--- src/rtl/hz_pkg.sv ---
package hz_pkg;

    typedef enum logic [2:0] {
        CLS_NOP    = 3'd0,
        CLS_ALU    = 3'd1,
        CLS_LOAD   = 3'd2,
        CLS_STORE  = 3'd3,
        CLS_BRANCH = 3'd4
    } icls_e;

    typedef enum logic [1:0] {
        SRC_RF  = 2'b00,
        SRC_WB  = 2'b01,
        SRC_MEM = 2'b10
    } opsrc_e;

    localparam int N_SRC = 2;

    // first source: everything except the no-op reads it
    function automatic logic reads_src_a(icls_e c);
        return (c == CLS_ALU) || (c == CLS_LOAD) || (c == CLS_STORE) || (c == CLS_BRANCH);
    endfunction

    // second source: loads take only a base register
    function automatic logic reads_src_b(icls_e c);
        return (c == CLS_ALU) || (c == CLS_STORE) || (c == CLS_BRANCH);
    endfunction

endpackage

--- src/rtl/hz_fwd_sel.sv ---
module hz_fwd_sel
    import hz_pkg::*;
#(
    parameter int REG_AW = 5
) (
    input  logic              used,
    input  logic [REG_AW-1:0] rs,
    input  logic [REG_AW-1:0] mem_rd,
    input  logic              mem_ok,
    input  logic [REG_AW-1:0] wb_rd,
    input  logic              wb_ok,
    output opsrc_e            sel
);
    logic live;
    assign live = used && (rs != '0);

    always_comb begin
        sel = SRC_RF;
        if (live) begin
            if (mem_ok && (mem_rd == rs)) begin
                sel = SRC_MEM;       // younger result first
            end else if (wb_ok && (wb_rd == rs)) begin
                sel = SRC_WB;
            end
        end
    end
endmodule

--- src/rtl/hz_load_use.sv ---
module hz_load_use
    import hz_pkg::*;
#(
    parameter int REG_AW = 5
) (
    input  icls_e             id_cls,
    input  logic [REG_AW-1:0] id_rs1,
    input  logic [REG_AW-1:0] id_rs2,
    input  logic [REG_AW-1:0] ex_rd,
    input  logic              ex_reg_wr,
    input  logic              ex_mem_rd,
    output logic              hit
);
    logic [REG_AW-1:0] src [N_SRC];
    logic [N_SRC-1:0]  used;
    logic [N_SRC-1:0]  src_hit;
    logic              load_live;

    assign src[0]  = id_rs1;
    assign src[1]  = id_rs2;
    assign used[0] = reads_src_a(id_cls);
    assign used[1] = reads_src_b(id_cls);

    assign load_live = ex_reg_wr && ex_mem_rd && (ex_rd != '0);

    for (genvar g = 0; g < N_SRC; g++) begin : g_src
        assign src_hit[g] = used[g] && (src[g] == ex_rd);
    end

    assign hit = load_live && (|src_hit);
endmodule

--- src/rtl/hz_pc_unit.sv ---
module hz_pc_unit #(
    parameter int                XLEN     = 32,
    parameter int                DISP_W   = 16,
    parameter logic [XLEN-1:0]   RESET_PC = '0
) (
    input  logic              clk,
    input  logic              rst,
    input  logic              hold,
    input  logic              take,
    input  logic [XLEN-1:0]   ex_pc,
    input  logic [DISP_W-1:0] disp,
    output logic [XLEN-1:0]   pc
);
    localparam int EXT_W = XLEN - DISP_W;

    logic [XLEN-1:0] pc_q;
    logic [XLEN-1:0] seq_pc;
    logic [XLEN-1:0] disp_ext;
    logic [XLEN-1:0] tgt_pc;
    logic [XLEN-1:0] pc_d;

    // fetch-side incrementer
    assign seq_pc   = pc_q + XLEN'(4);
    // execute-side target adder, displacement counted in words
    assign disp_ext = {{EXT_W{disp[DISP_W-1]}}, disp};
    assign tgt_pc   = ex_pc + (disp_ext << 2);

    always_comb begin
        if (hold)      pc_d = pc_q;
        else if (take) pc_d = tgt_pc;
        else           pc_d = seq_pc;
    end

    always_ff @(posedge clk) begin
        if (rst) pc_q <= RESET_PC;
        else     pc_q <= pc_d;
    end

    assign pc = pc_q;
endmodule

--- src/rtl/pipe_hazard_ctrl.sv ---
module pipe_hazard_ctrl
    import hz_pkg::*;
#(
    parameter int              REG_AW   = 5,
    parameter int              XLEN     = 32,
    parameter int              DISP_W   = 16,
    parameter logic [XLEN-1:0] RESET_PC = '0
) (
    input  logic              clk,
    input  logic              rst,
    input  logic [2:0]        id_class,
    input  logic [REG_AW-1:0] id_rs1,
    input  logic [REG_AW-1:0] id_rs2,
    input  logic [2:0]        ex_class,
    input  logic [REG_AW-1:0] ex_rs1,
    input  logic [REG_AW-1:0] ex_rs2,
    input  logic [REG_AW-1:0] ex_rd,
    input  logic              ex_reg_wr,
    input  logic              ex_mem_rd,
    input  logic [REG_AW-1:0] mem_rd,
    input  logic              mem_reg_wr,
    input  logic              mem_mem_rd,
    input  logic [REG_AW-1:0] wb_rd,
    input  logic              wb_reg_wr,
    input  logic              br_taken,
    input  logic [XLEN-1:0]   ex_pc,
    input  logic [DISP_W-1:0] br_disp,
    output logic [1:0]        fwd_a,
    output logic [1:0]        fwd_b,
    output logic              stall,
    output logic              ex_bubble,
    output logic              fetch_squash,
    output logic              pc_sel,
    output logic [XLEN-1:0]   fetch_pc
);
    icls_e id_cls;
    icls_e ex_cls;
    assign id_cls = icls_e'(id_class);
    assign ex_cls = icls_e'(ex_class);

    // ---------------- operand forwarding ----------------
    logic [REG_AW-1:0] ex_src [N_SRC];
    logic [N_SRC-1:0]  ex_use;
    opsrc_e            fsel   [N_SRC];
    logic              mem_ok;

    assign ex_src[0] = ex_rs1;
    assign ex_src[1] = ex_rs2;
    assign ex_use[0] = reads_src_a(ex_cls);
    assign ex_use[1] = reads_src_b(ex_cls);
    // a load in memory only has its address, not its data
    assign mem_ok    = mem_reg_wr && !mem_mem_rd;

    for (genvar g = 0; g < N_SRC; g++) begin : g_fwd
        hz_fwd_sel #(.REG_AW(REG_AW)) u_sel (
            .used   (ex_use[g]),
            .rs     (ex_src[g]),
            .mem_rd (mem_rd),
            .mem_ok (mem_ok),
            .wb_rd  (wb_rd),
            .wb_ok  (wb_reg_wr),
            .sel    (fsel[g])
        );
    end

    assign fwd_a = fsel[0];
    assign fwd_b = fsel[1];

    // ---------------- load-use interlock ----------------
    logic lu_hit;

    hz_load_use #(.REG_AW(REG_AW)) u_lu (
        .id_cls    (id_cls),
        .id_rs1    (id_rs1),
        .id_rs2    (id_rs2),
        .ex_rd     (ex_rd),
        .ex_reg_wr (ex_reg_wr),
        .ex_mem_rd (ex_mem_rd),
        .hit       (lu_hit)
    );

    assign stall     = lu_hit;
    assign ex_bubble = lu_hit;

    // ---------------- branch and fetch address ----------------
    logic br_go;
    assign br_go        = (ex_cls == CLS_BRANCH) && br_taken && !lu_hit;
    assign pc_sel       = br_go;
    // the delay slot in decode is left alone; the fetch behind it dies
    assign fetch_squash = br_go;

    hz_pc_unit #(
        .XLEN     (XLEN),
        .DISP_W   (DISP_W),
        .RESET_PC (RESET_PC)
    ) u_pc (
        .clk   (clk),
        .rst   (rst),
        .hold  (lu_hit),
        .take  (br_go),
        .ex_pc (ex_pc),
        .disp  (br_disp),
        .pc    (fetch_pc)
    );
endmodule

--- config.mk ---
export PLATFORM = sky130hd
export DESIGN_NAME = pipe_hazard_ctrl
export DESIGN_NICKNAME = d
export VERILOG_FILES = /design/src/rtl/hz_pkg.sv /design/src/rtl/hz_fwd_sel.sv /design/src/rtl/hz_load_use.sv /design/src/rtl/hz_pc_unit.sv /design/src/rtl/pipe_hazard_ctrl.sv
export SDC_FILE = /design/constraint.sdc
export NUM_CORES = 1
export LEC_CHECK = 0
export BUFFER_PORTS_ARGS = -buffer_cell sky130_fd_sc_hd__buf_2
export CAP_MARGIN = 0
export CORE_UTILIZATION = 55
export CTS_CLUSTER_SIZE = 12
export DETAILED_ROUTE_END_ITERATION = 7
export MAX_ROUTING_LAYER = met4
export PLACE_DENSITY = 0.87
export SLEW_MARGIN = 25
export SYNTH_ARGS = -nofsm -noshare
export SYNTH_HDL_FRONTEND = slang
export SYNTH_SLANG_ARGS = --single-unit
--- constraint.sdc ---
create_clock -name clk -period 6.6 [get_ports clk]
set_clock_uncertainty 0.2 [all_clocks]
set_input_delay 1.32 -clock clk [delete_from_list [all_inputs] [get_ports clk]]
set_output_delay 1.32 -clock clk [all_outputs]
set_load 0.01 [all_outputs]
==> Yosys cells after proc, flatten, opt, wreduce, memory -nomap -nowiden <==
Index checks and enable logic that the tools add are counted.
{ "totals": {"in_bits": 97, "elab_cells": 54, "reg_bits": 32} }
{ "classes": {"eq_ne": 14, "muxes": 7, "n_reduce_logical": 30, "addsub": 2} }
{ "op_table": {"columns": ["cell", "count"], "rows": [
  ["$add A32 B3 Y32 const B", 1],
  ["$add A32 B32 Y32", 1],
  ["$mux W32", 1],
  ["$eq A5 B5 Y1", 6],
  ["$reduce_bool A5 Y1", 3],
  ["$logic_and A1 B1 Y1", 14],
  ["$eq A3 B2 Y1 const B", 4],
  ["$logic_or A1 B1 Y1", 10],
  ["$mux W2", 4],
  ["$eq A3 B1 Y1 const B", 2],
  ["$eq A3 B3 Y1 const B", 2],
  ["$logic_not A1 Y1", 2],
  ["$mux W1", 2],
  ["$reduce_or A2 Y1", 1]
]} }

==> Logic depth before layout (Yosys ltp) <==
Gate-level depths: netlist of the first run.
{ "depth": {"depth_word": 10, "ltp_mapped": 10} }

==> Cells and area by module <==
A second synthesis of the first run with hierarchy kept.
{ "unflattened": {"cells_unflattened": 544, "area_unflattened_um2": 4017.6} }
{ "modules_own_cells": {"columns": ["module", "area_per_inst_um2", "instances", "seq_area_each_um2", "cells_each"], "rows": [
  ["hz_pc_unit", 3492.1, 1, 640.6, 481],
  ["hz_fwd_sel", 152.6, 2, 0.0, 18],
  ["hz_load_use", 158.9, 1, 0.0, 20],
  ["pipe_hazard_ctrl", 61.3, 1, 0.0, 7]
]} }

==> Worst setup path after synthesis of the first run <==
OpenSTA, ideal clock, no wires.
{ "synth_timing": {"kind": "input port to output port", "startpoint": "input ex_rd[4]", "endpoint": "output pc_sel", "arrival_ps": 2785, "path_buffers": 2, "path_stages": 7, "setup_slack_ps": 2295, "path_cell_list": "or3_1 o311a_1 o21ai_1 nand2_1 inv_1 buf_2 buf_4"} }
{ "synth_between": {"elab_chain_cells": 6, "elab_cells_between_ends": 10} }
{ "synth_rtl": {"columns": ["element", "line_no", "text"], "rows": [
  ["from (decl)", "pipe_hazard_ctrl.sv:17", "input logic [REG_AW-1:0] ex_rd,"],
  ["$eq A5 B5 Y1", "hz_load_use.sv:27", "assign src_hit[g] = used[g] && (src[g] == ex_rd);"],
  ["$logic_and A1 B1 Y1", "hz_load_use.sv:27", null],
  ["$reduce_or A2 Y1", "hz_load_use.sv:30", "assign hit = load_live && (|src_hit);"],
  ["$logic_and A1 B1 Y1 (*)", "hz_load_use.sv:30", null],
  ["$logic_not A1 Y1 (*)", "pipe_hazard_ctrl.sv:87", "assign br_go = (ex_cls == CLS_BRANCH) && br_taken && !lu_hit;"],
  ["$logic_and A1 B1 Y1 (*)", "pipe_hazard_ctrl.sv:87", null],
  ["to (decl)", "pipe_hazard_ctrl.sv:33", "output logic pc_sel,"]
]} }
Mark *: on every way between the ends. The rest lies on a longest branch, timed or not.

==> Final worst setup path of the first run <==
{ "layout_timing": {"startpoint": "input ex_rd[4]", "endpoint": "output fetch_squash"} }
{ "layout_between": {"elab_chain_cells": 6, "elab_cells_between_ends": 10} }
{ "layout_rtl": {"columns": ["element", "line_no", "text"], "rows": [
  ["$eq A5 B5 Y1", "hz_load_use.sv:27", null],
  ["$logic_and A1 B1 Y1", "hz_load_use.sv:27", null],
  ["$reduce_or A2 Y1", "hz_load_use.sv:30", null],
  ["$logic_and A1 B1 Y1 (*)", "hz_load_use.sv:30", null],
  ["$logic_not A1 Y1 (*)", "pipe_hazard_ctrl.sv:87", null],
  ["$logic_and A1 B1 Y1 (*)", "pipe_hazard_ctrl.sv:87", null],
  ["to (decl)", "pipe_hazard_ctrl.sv:32", "output logic fetch_squash,"]
]} }
Marked as above.

==> results of run 1 <==
## routing by layer
metal / up-vias / part of all wire
li1: 2238 / -
met1: 2128 / 0.42
met2: 257 / 0.49
met3: 25 / 0.084
met4: 0 / 0.013
met5: - / 0
## cells by family after synthesis
logic type	synth area share
AO/OA/AOI/OAI	0.298
XOR/XNOR	0.121
adder cells (fa/ha/maj)	0.103
buffers and inverters	0.0390
flip-flops	0.167
multiplexers	0.0104
AND/OR/NAND/NOR	0.262
## critical path: stages
cell and delay [ns]:
buf_2 0.12, or3_1 0.36, o311a_1 0.31, o21ai_2 0.07, nand2_1 0.23, inv_1 0.46
buf_2 0.22
## cells in the mapped netlist (4+ instances only)
master | instances | area share
clkbuf_1 | 12 | 0.012
nand2_1 | 64 | 0.062
o211ai_1 | 4 | 0.0078
xor2_1 | 26 | 0.059
a311oi_1 | 6 | 0.014
buf_1 | 4 | 0.0039
or3_1 | 4 | 0.0065
nand3_1 | 30 | 0.039
o21ai_1 | 6 | 0.0078
dfxtp_1 | 32 | 0.17
and4_1 | 6 | 0.014
nor2b_1 | 4 | 0.0065
o21ai_0 | 25 | 0.033
o22ai_1 | 4 | 0.0065
o21bai_1 | 6 | 0.012
nand4_1 | 18 | 0.029
o21a_1 | 6 | 0.012
mux2i_1 | 4 | 0.010
ha_1 | 30 | 0.098
inv_1 | 13 | 0.013
xnor2_1 | 27 | 0.062
a21o_1 | 14 | 0.027
and3_1 | 7 | 0.011
a21oi_1 | 50 | 0.065
nor3_1 | 10 | 0.013
a211oi_1 | 14 | 0.027
nor2_1 | 34 | 0.033
nor4_1 | 9 | 0.015
## per-stage QoR
| stage | area (um^2) | hold slack (ns) |
|---|---|---|
| floorplan | 3840 | 0.281 |
| global placement | 4550 | 0.248 |
| detailed placement | 4550 | 0.252 |
| CTS | 4670 | 0.262 |
| global route | 4670 | 0.322 |
| finish | 4670 | 0.264 |
## worst min-delay path by stage
stage,from,end,slack (ns),depth (start not counted)
after floorplan,u_pc.pc[0],u_pc.pc[0],0.28,2
after global placement,u_pc.pc[1],u_pc.pc[1],0.25,2
after detailed placement,u_pc.pc[1],u_pc.pc[1],0.25,2
after CTS,u_pc.pc[1],u_pc.pc[1],0.26,2
after global routing,u_pc.pc[1],u_pc.pc[1],0.32,2
final,u_pc.pc[0],u_pc.pc[0],0.26,2
## where the power goes
| group | leakage [nW] | switching (mW) | internal (mW) | total (mW) |
|---|---|---|---|---|
| registers | 0.260 | 0.0122 | 0.201 | 0.213 |
| clock network | 0.0541 | 0.0804 | 0.112 | 0.192 |
| logic | 1.81 | 0.148 | 0.118 | 0.265 |
| total | 2.13 | 0.240 | 0.431 | 0.671 |
## area by class of cell
type | instances | area (um^2)
Fill cell | 606 | 2090
Timing Repair Buffer | 139 | 703
Multi-Input combinational cell | 460 | 3060
Inverter | 14 | 52.6
Clock buffer | 5 | 68.8
Tap cell | 80 | 100
Clock inverter | 3 | 42.5
Sequential cell | 32 | 641
## layout by cell type (no fill, tap or decap), drive strengths merged, types with 5 or more instances in the layout
master / instances
nand2: 64
nor4: 9
o21ai: 31
nor3: 10
inv: 14
o21bai: 6
and3: 7
a21o: 14
a311oi: 6
nand3: 30
ha: 30
nor2: 34
and4: 6
xnor2: 27
a21oi: 51
a211oi: 15
xor2: 26
buf: 139
dfxtp: 32
nand4: 18
clkbuf: 5
o21a: 6
==> summary.txt, run 1 <==
outcome - finished, final reports clean
max reg flops - 32
crit-path max FO - 14
most used routing layer - met2
crit start category - input port
clock sink count - 32
Worst-Margin Slew - 0.669 ns
Clock Latency Late Sink - 0.29 ns
number of max-slew violations in the final report - 0
Final min period - 4.61 ns
worst flop-to-flop path startpoint - u_pc.pc[10]
post-CTS resize count - 0
Initial DRC Count - 267
Chip Width - 85.6 um
final period utilization - 0.699
final worst setup slack - 1.99 ns
fmax - 217 MHz
CTS hold repair buffers - 0
Synth async-reset ratio - 0
post-route ant nets - 0
placed wire-length estimate - 8920 um
leak pwr - 2.13 nW
synth unique cells - 62
TNS Setup - 0 ns
die height - 85.6 um
worst-case clock buffer depth - 2
# diodes - 0
critical path class - in -> out
CTS buffer count - 5
Core Box Area - 6760 um^2
max_cap viols - 0
dpl cells - 725
depth of the CTS H-tree - 2
met2 usage - 0.549
final setup vio count - 0
register area share after synthesis - 0.167
type of destination of the critical path - primary output
PwrDens - 144 nW/um^2
final wirelength - 11,600 um
Post-CTS Repair Setup Buffers - 0
final cell count without fillers - 733
final layout net count - 780
Max IR drop VDD - 0.122 mV
IO buf count - 136
RSZ-0062 raised after global routing - false
Mean Syn Cell Area - 7.28 um^2
Avg WL per Cell - 15.8 um
worst setup path endpoint - fetch_squash
Syn Nets - 656
pre-CTS WS - 2.03 ns
pin count of the biggest net entering global routing - 48
Final Power - 0.671 mW
routed vias - 4,648
Post-synth top flop - dfxtp_1
row cnt - 30
Crit. Startpoint - ex_rd[4]
Relative slew margins - 0.554
vias in the first global route - 4,169
M3 GR Usage - 0.0423
global-route wire length before repair - 18,700 um
GR met1 Demand/Resource - 0.397
post-layout util - 0.691
Area Overhead vs Synth - 21.3%
reg2reg end - u_pc.pc[29]
Worst Hold Class - reg -> reg
Post-Synthesis Cells - 528
Syn Std Cell Area - 3840 um^2
Final Hold Viols - 0
register bit count reported by yosys - 32
I/O pin cnt - 137
Die ar. - 7330 um^2
yosys warns - 0
gp weighted congestion - 0.982
via density per instance - 6.34
initial antenna violation count - 0
CTS tree - built
aggregate global routing overflow - 0
worst r2r path cells - 8
share of cells above drive strength 1 - 0.247
DRC - 0
Post-synth EDFFs - 0
reg-to-reg slack, setup - 3.93 ns
Initial Util - 0.569
Clock transition at path regs - 0.07 ns
WP data required - 5.08 ns
WP data arrival - 3.09 ns
drt first pass iters - 5
Root Driver - clkbuf_8
GR Util All Layers - 0.320
Note: power is estimated with default switching activity, not from simulation.
==> inputs of run 2 (changes only) <==
- CORE_UTILIZATION: 55 -> 51
- PLACE_DENSITY: 0.87 -> 0.82
- clock period: 6.6 -> 4.5 ns (I/O delays scaled with it)
==> summary.txt, run 2 (synthesis gave the netlist of run 1 again) <==
Final min period - 3.74 ns
crit start category - input port
Avg WL per Cell - 15.3 um
crit-path max FO - 3
CTS hold repair buffers - 0
TNS Setup - 0 ns
CTS tree - built
Worst Hold Class - reg -> reg
via density per instance - 6.00
I/O pin cnt - 137
CP delay by family, top - compound AO/OA/AOI/OAI gates
share of cells above drive strength 1 - 0.246
Relative slew margins - 0.421
met2 wire length - 5530 um
Final Hold Viols - 0
Post-CTS Repair Setup Buffers - 0
Max IR drop VDD - 0.120 mV
Initial Util - 0.530
DRT met1 WL - 4910 um
GR Util All Layers - 0.294
post-route ant nets - 0
initial antenna violation count - 0
final period utilization - 0.832
Area Overhead vs Synth - 21.5%
max_cap viols - 0
met3 wire length - 838 um
Worst path depth - 11
Die ar. - 7890 um^2
crit path buf inv count - 1
outcome - finished, final reports clean
aggregate global routing overflow - 0
critical path class - in -> reg
WHS Path Cells - 2
Worst-Margin Slew - 0.867 ns
post-CTS resize count - 0
PwrDens - 197 nW/um^2
global-route wire length before repair - 17,700 um
number of max-slew violations in the final report - 0
RSZ-0062 raised after global routing - false
type of destination of the critical path - register
max reg flops - 32
# diodes - 0
max incr delay on CP - 0.43 ns
leak pwr - 2.12 nW
most frequent cells in the layout - 136 x buf_2, 64 x nand2_1, 50 x a21oi_1
Clock Latency Late Sink - 0.29 ns
highest metal used - met4
CTS buffer count - 5
pin count of the biggest net entering global routing - 48
fmax - 267 MHz
IO buf count - 136
gp weighted congestion - 0.948
CP max-delay cell - fa_1
vias in the first global route - 3,952
final wirelength - 11,500 um
drt first pass iters - 5
Initial DRC Count - 289
Root Driver - clkbuf_8
WP data required - 4.49 ns
routed vias - 4,518
Chip Width - 88.8 um
CP most frequent cell - o221ai_2
total cell area at the placement stage - 4590 um^2
row cnt - 31
WP data arrival - 3.74 ns
worst-case clock buffer depth - 2
placed wire-length estimate - 8850 um
final layout net count - 782
die height - 88.8 um
worst r2r path cells - 8
Clock transition at path regs - 0.07 ns
final instance area - 4670 um^2
crit-path cells - buf_2 > ha_1 > fa_1 > a211o_1 > a21oi_1 > o221ai_2 > a211oi_2 > o31a_1 > o221ai_2 > xnor2_1 > a2111oi_2
clock sink count - 32
depth of the CTS H-tree - 2
most common cell after layout, fill and taps aside - buf_2
final setup vio count - 0
DRC - 0
Core Box Area - 7250 um^2
run 2: cell count changes in the layout (fill, tap and decap cells not counted):
cell,before,now
clkbuf_1,0,1
bufinv_16,1,0
clkinvlp_4,1,0
buf_4,3,5
run 2: path summary, 6_finish.rpt:
kind	start	end	slack, ns
worst max register to register	u_pc.pc[10]	u_pc.pc[29]	1.77
worst min register to register	u_pc.pc[1]	u_pc.pc[1]	0.25
worst min-delay path	u_pc.pc[1]	u_pc.pc[1]	0.25
worst max-delay path	ex_pc[2]	u_pc.pc[26]	0.76
run 2: layout make-up:
cell class	instances	area [um^2]
Multi-Input combinational cell	460	3060
Sequential cell	32	641
Clock buffer	6	72.6
Fill cell	689	2580
Inverter	14	52.6
Tap cell	99	124
Clock inverter	1	5.00
Timing Repair Buffer	141	718
run 2: power by group:
part	internal (mW)	leakage (nW)	switching, mW
clock network	0.105	0.0410	0.113
registers	0.295	0.260	0.0172
logic	0.174	1.82	0.215
total	0.575	2.12	0.345
run 2: stage by stage:
stage | util | worst slack, ns | instances | hold slack (ns) | power, mW
2_1_floorplan | - | 0.882 | 528 | 0.281 | 0.573
3_3_place_gp | 0.633 | 0.592 | 746 | 0.244 | 0.691
3_5_place_dp | 0.633 | 0.507 | 746 | 0.250 | 0.701
4_1_cts | 0.644 | 0.759 | 753 | 0.260 | 0.915
5_1_grt | 0.644 | 0.599 | 753 | 0.279 | 0.971
6_report | 0.644 | 0.755 | 753 | 0.255 | 0.920
run 2: metal layers:
layer  track usage  vias to the layer above
li1              -                     2233
met1         0.351                     2050
met2         0.510                      207
met3        0.0345                       28
met4        0.0982                        0
met5             -                        -
run 2: tightest hold or removal path: cells and delay by family, from the launching register on:
kind | cells | cell delay, ns
flip-flops | 1 | 0.31
AO/OA/AOI/OAI | 1 | 0.05
AND/OR/NAND/NOR | 1 | 0.05
==> inputs of run 3 (changes only) <==
- clock period: 4.5 -> 3.9 ns (I/O delays scaled with it)
==> summary.txt, run 3 (synthesis gave the netlist of run 1 again) <==
number of max-slew violations in the final report - 0
vias in the first global route - 3,905
Root Driver - clkbuf_8
I/O pin cnt - 137
outcome - finished, final reports clean
crit-path cells - buf_2 > ha_1 > fa_1 > a211o_1 > a21oi_1 > o221ai_2 > a211oi_2 > o31a_1 > o221ai_2 > xnor2_1 > a2111oi_2
TNS Setup - 0 ns
post-CTS resize count - 0
final layout net count - 785
Core Box Area - 7250 um^2
Final Hold Viols - 0
Max IR drop VDD - 0.134 mV
# diodes - 0
critical path class - in -> reg
RSZ-0062 raised after global routing - false
IO buf count - 136
Worst-Margin Slew - 0.763 ns
die height - 88.8 um
Worst Hold Class - reg -> reg
placed wire-length estimate - 9020 um
crit-path max FO - 3
CTS hold repair buffers - 0
via density per instance - 6.00
CTS buffer count - 5
most frequent cells in the layout - 136 x buf_2, 64 x nand2_1, 50 x a21oi_1
Avg WL per Cell - 14.9 um
max reg flops - 32
PwrDens - 231 nW/um^2
global-route wire length before repair - 17,500 um
worst-case clock buffer depth - 2
Chip Width - 88.8 um
CP most frequent cell - o221ai_2
Clock transition at path regs - 0.07 ns
Hold Slack - 0.266 ns
Post-CTS Repair Setup Buffers - 0
Die ar. - 7890 um^2
pin count of the biggest net entering global routing - 32
fmax - 282 MHz
CP max-delay cell - fa_1
initial antenna violation count - 0
GR Util All Layers - 0.290
WP data required - 3.89 ns
crit path buf inv count - 1
drt first pass iters - 5
max incr delay on CP - 0.43 ns
gp weighted congestion - 0.956
Final min period - 3.54 ns
Relative slew margins - 0.490
type of destination of the critical path - register
clock sink count - 32
max_cap viols - 0
final wirelength - 11,300 um
CP delay by family, top - compound AO/OA/AOI/OAI gates
final period utilization - 0.909
DRC - 0
crit start category - input port
CTS tree - built
WP data arrival - 3.54 ns
final setup vio count - 0
row cnt - 31
aggregate global routing overflow - 0
share of cells above drive strength 1 - 0.251
routed vias - 4,539
Clock Latency Late Sink - 0.29 ns
depth of the CTS H-tree - 2
Area Overhead vs Synth - 22.6%
most common cell after layout, fill and taps aside - buf_2
leak pwr - 2.15 nW
post-route ant nets - 0
Initial Util - 0.530
Initial DRC Count - 221
==> run 3: stage by stage <==
| stage | power (mW) | util | setup slack, ns | instance area [um^2] | instances |
|---|---|---|---|---|---|
| floorplan | 0.661 | - | 0.402 | 3840 | 528 |
| global placement | 0.799 | 0.636 | 0.131 | 4620 | 749 |
| detailed placement | 0.810 | 0.636 | 0.0484 | 4620 | 749 |
| CTS | 1.09 | 0.650 | 0.355 | 4710 | 756 |
| global route | 1.15 | 0.650 | 0.203 | 4710 | 756 |
| finish | 1.09 | 0.650 | 0.356 | 4710 | 756 |
==> run 3: metal layers <==
layer,global-route usage,wire (um),up-vias
li1,-,-,2250
met1,0.349,4870,2061
met2,0.499,5380,210
met3,0.0392,873,18
met4,0.0894,170,0
met5,-,0,-
==> run 3: worst reg2reg max path: stages (launching register included) <==
cell      delay, ns
dfxtp_1        0.47
nand3_1        0.14
nor3_1         0.46
nand2_1        0.32
nor3_1         0.42
a31oi_1        0.17
nand4_1        0.15
a311o_1        0.13
a311oi_1       0.09
==> run 3: final timing paths <==
check              startpoint           to  slack (ns)  cells past startpoint
setup / recovery     ex_pc[2]  u_pc.pc[26]        0.36                     11
hold / removal     u_pc.pc[0]   u_pc.pc[0]        0.27                      2
setup reg to reg  u_pc.pc[10]  u_pc.pc[29]        1.23                      8
hold reg to reg    u_pc.pc[0]   u_pc.pc[0]        0.27                      2
==> run 3: layout make-up <==
class	instances	area (um^2)
multi-input cells	460	3060
repair buffers	144	741
clock buffers	7	96.3
well taps	99	124
flip-flops and latches	32	641
fillers	676	2540
inverters	14	52.6
==> run 3: power by group <==
group          leakage [nW]  switching, mW  total [mW]  internal (mW)
Combinational          1.84          0.245       0.447          0.202
Sequential            0.260         0.0195       0.360          0.341
Clock                0.0503          0.126       0.283          0.157
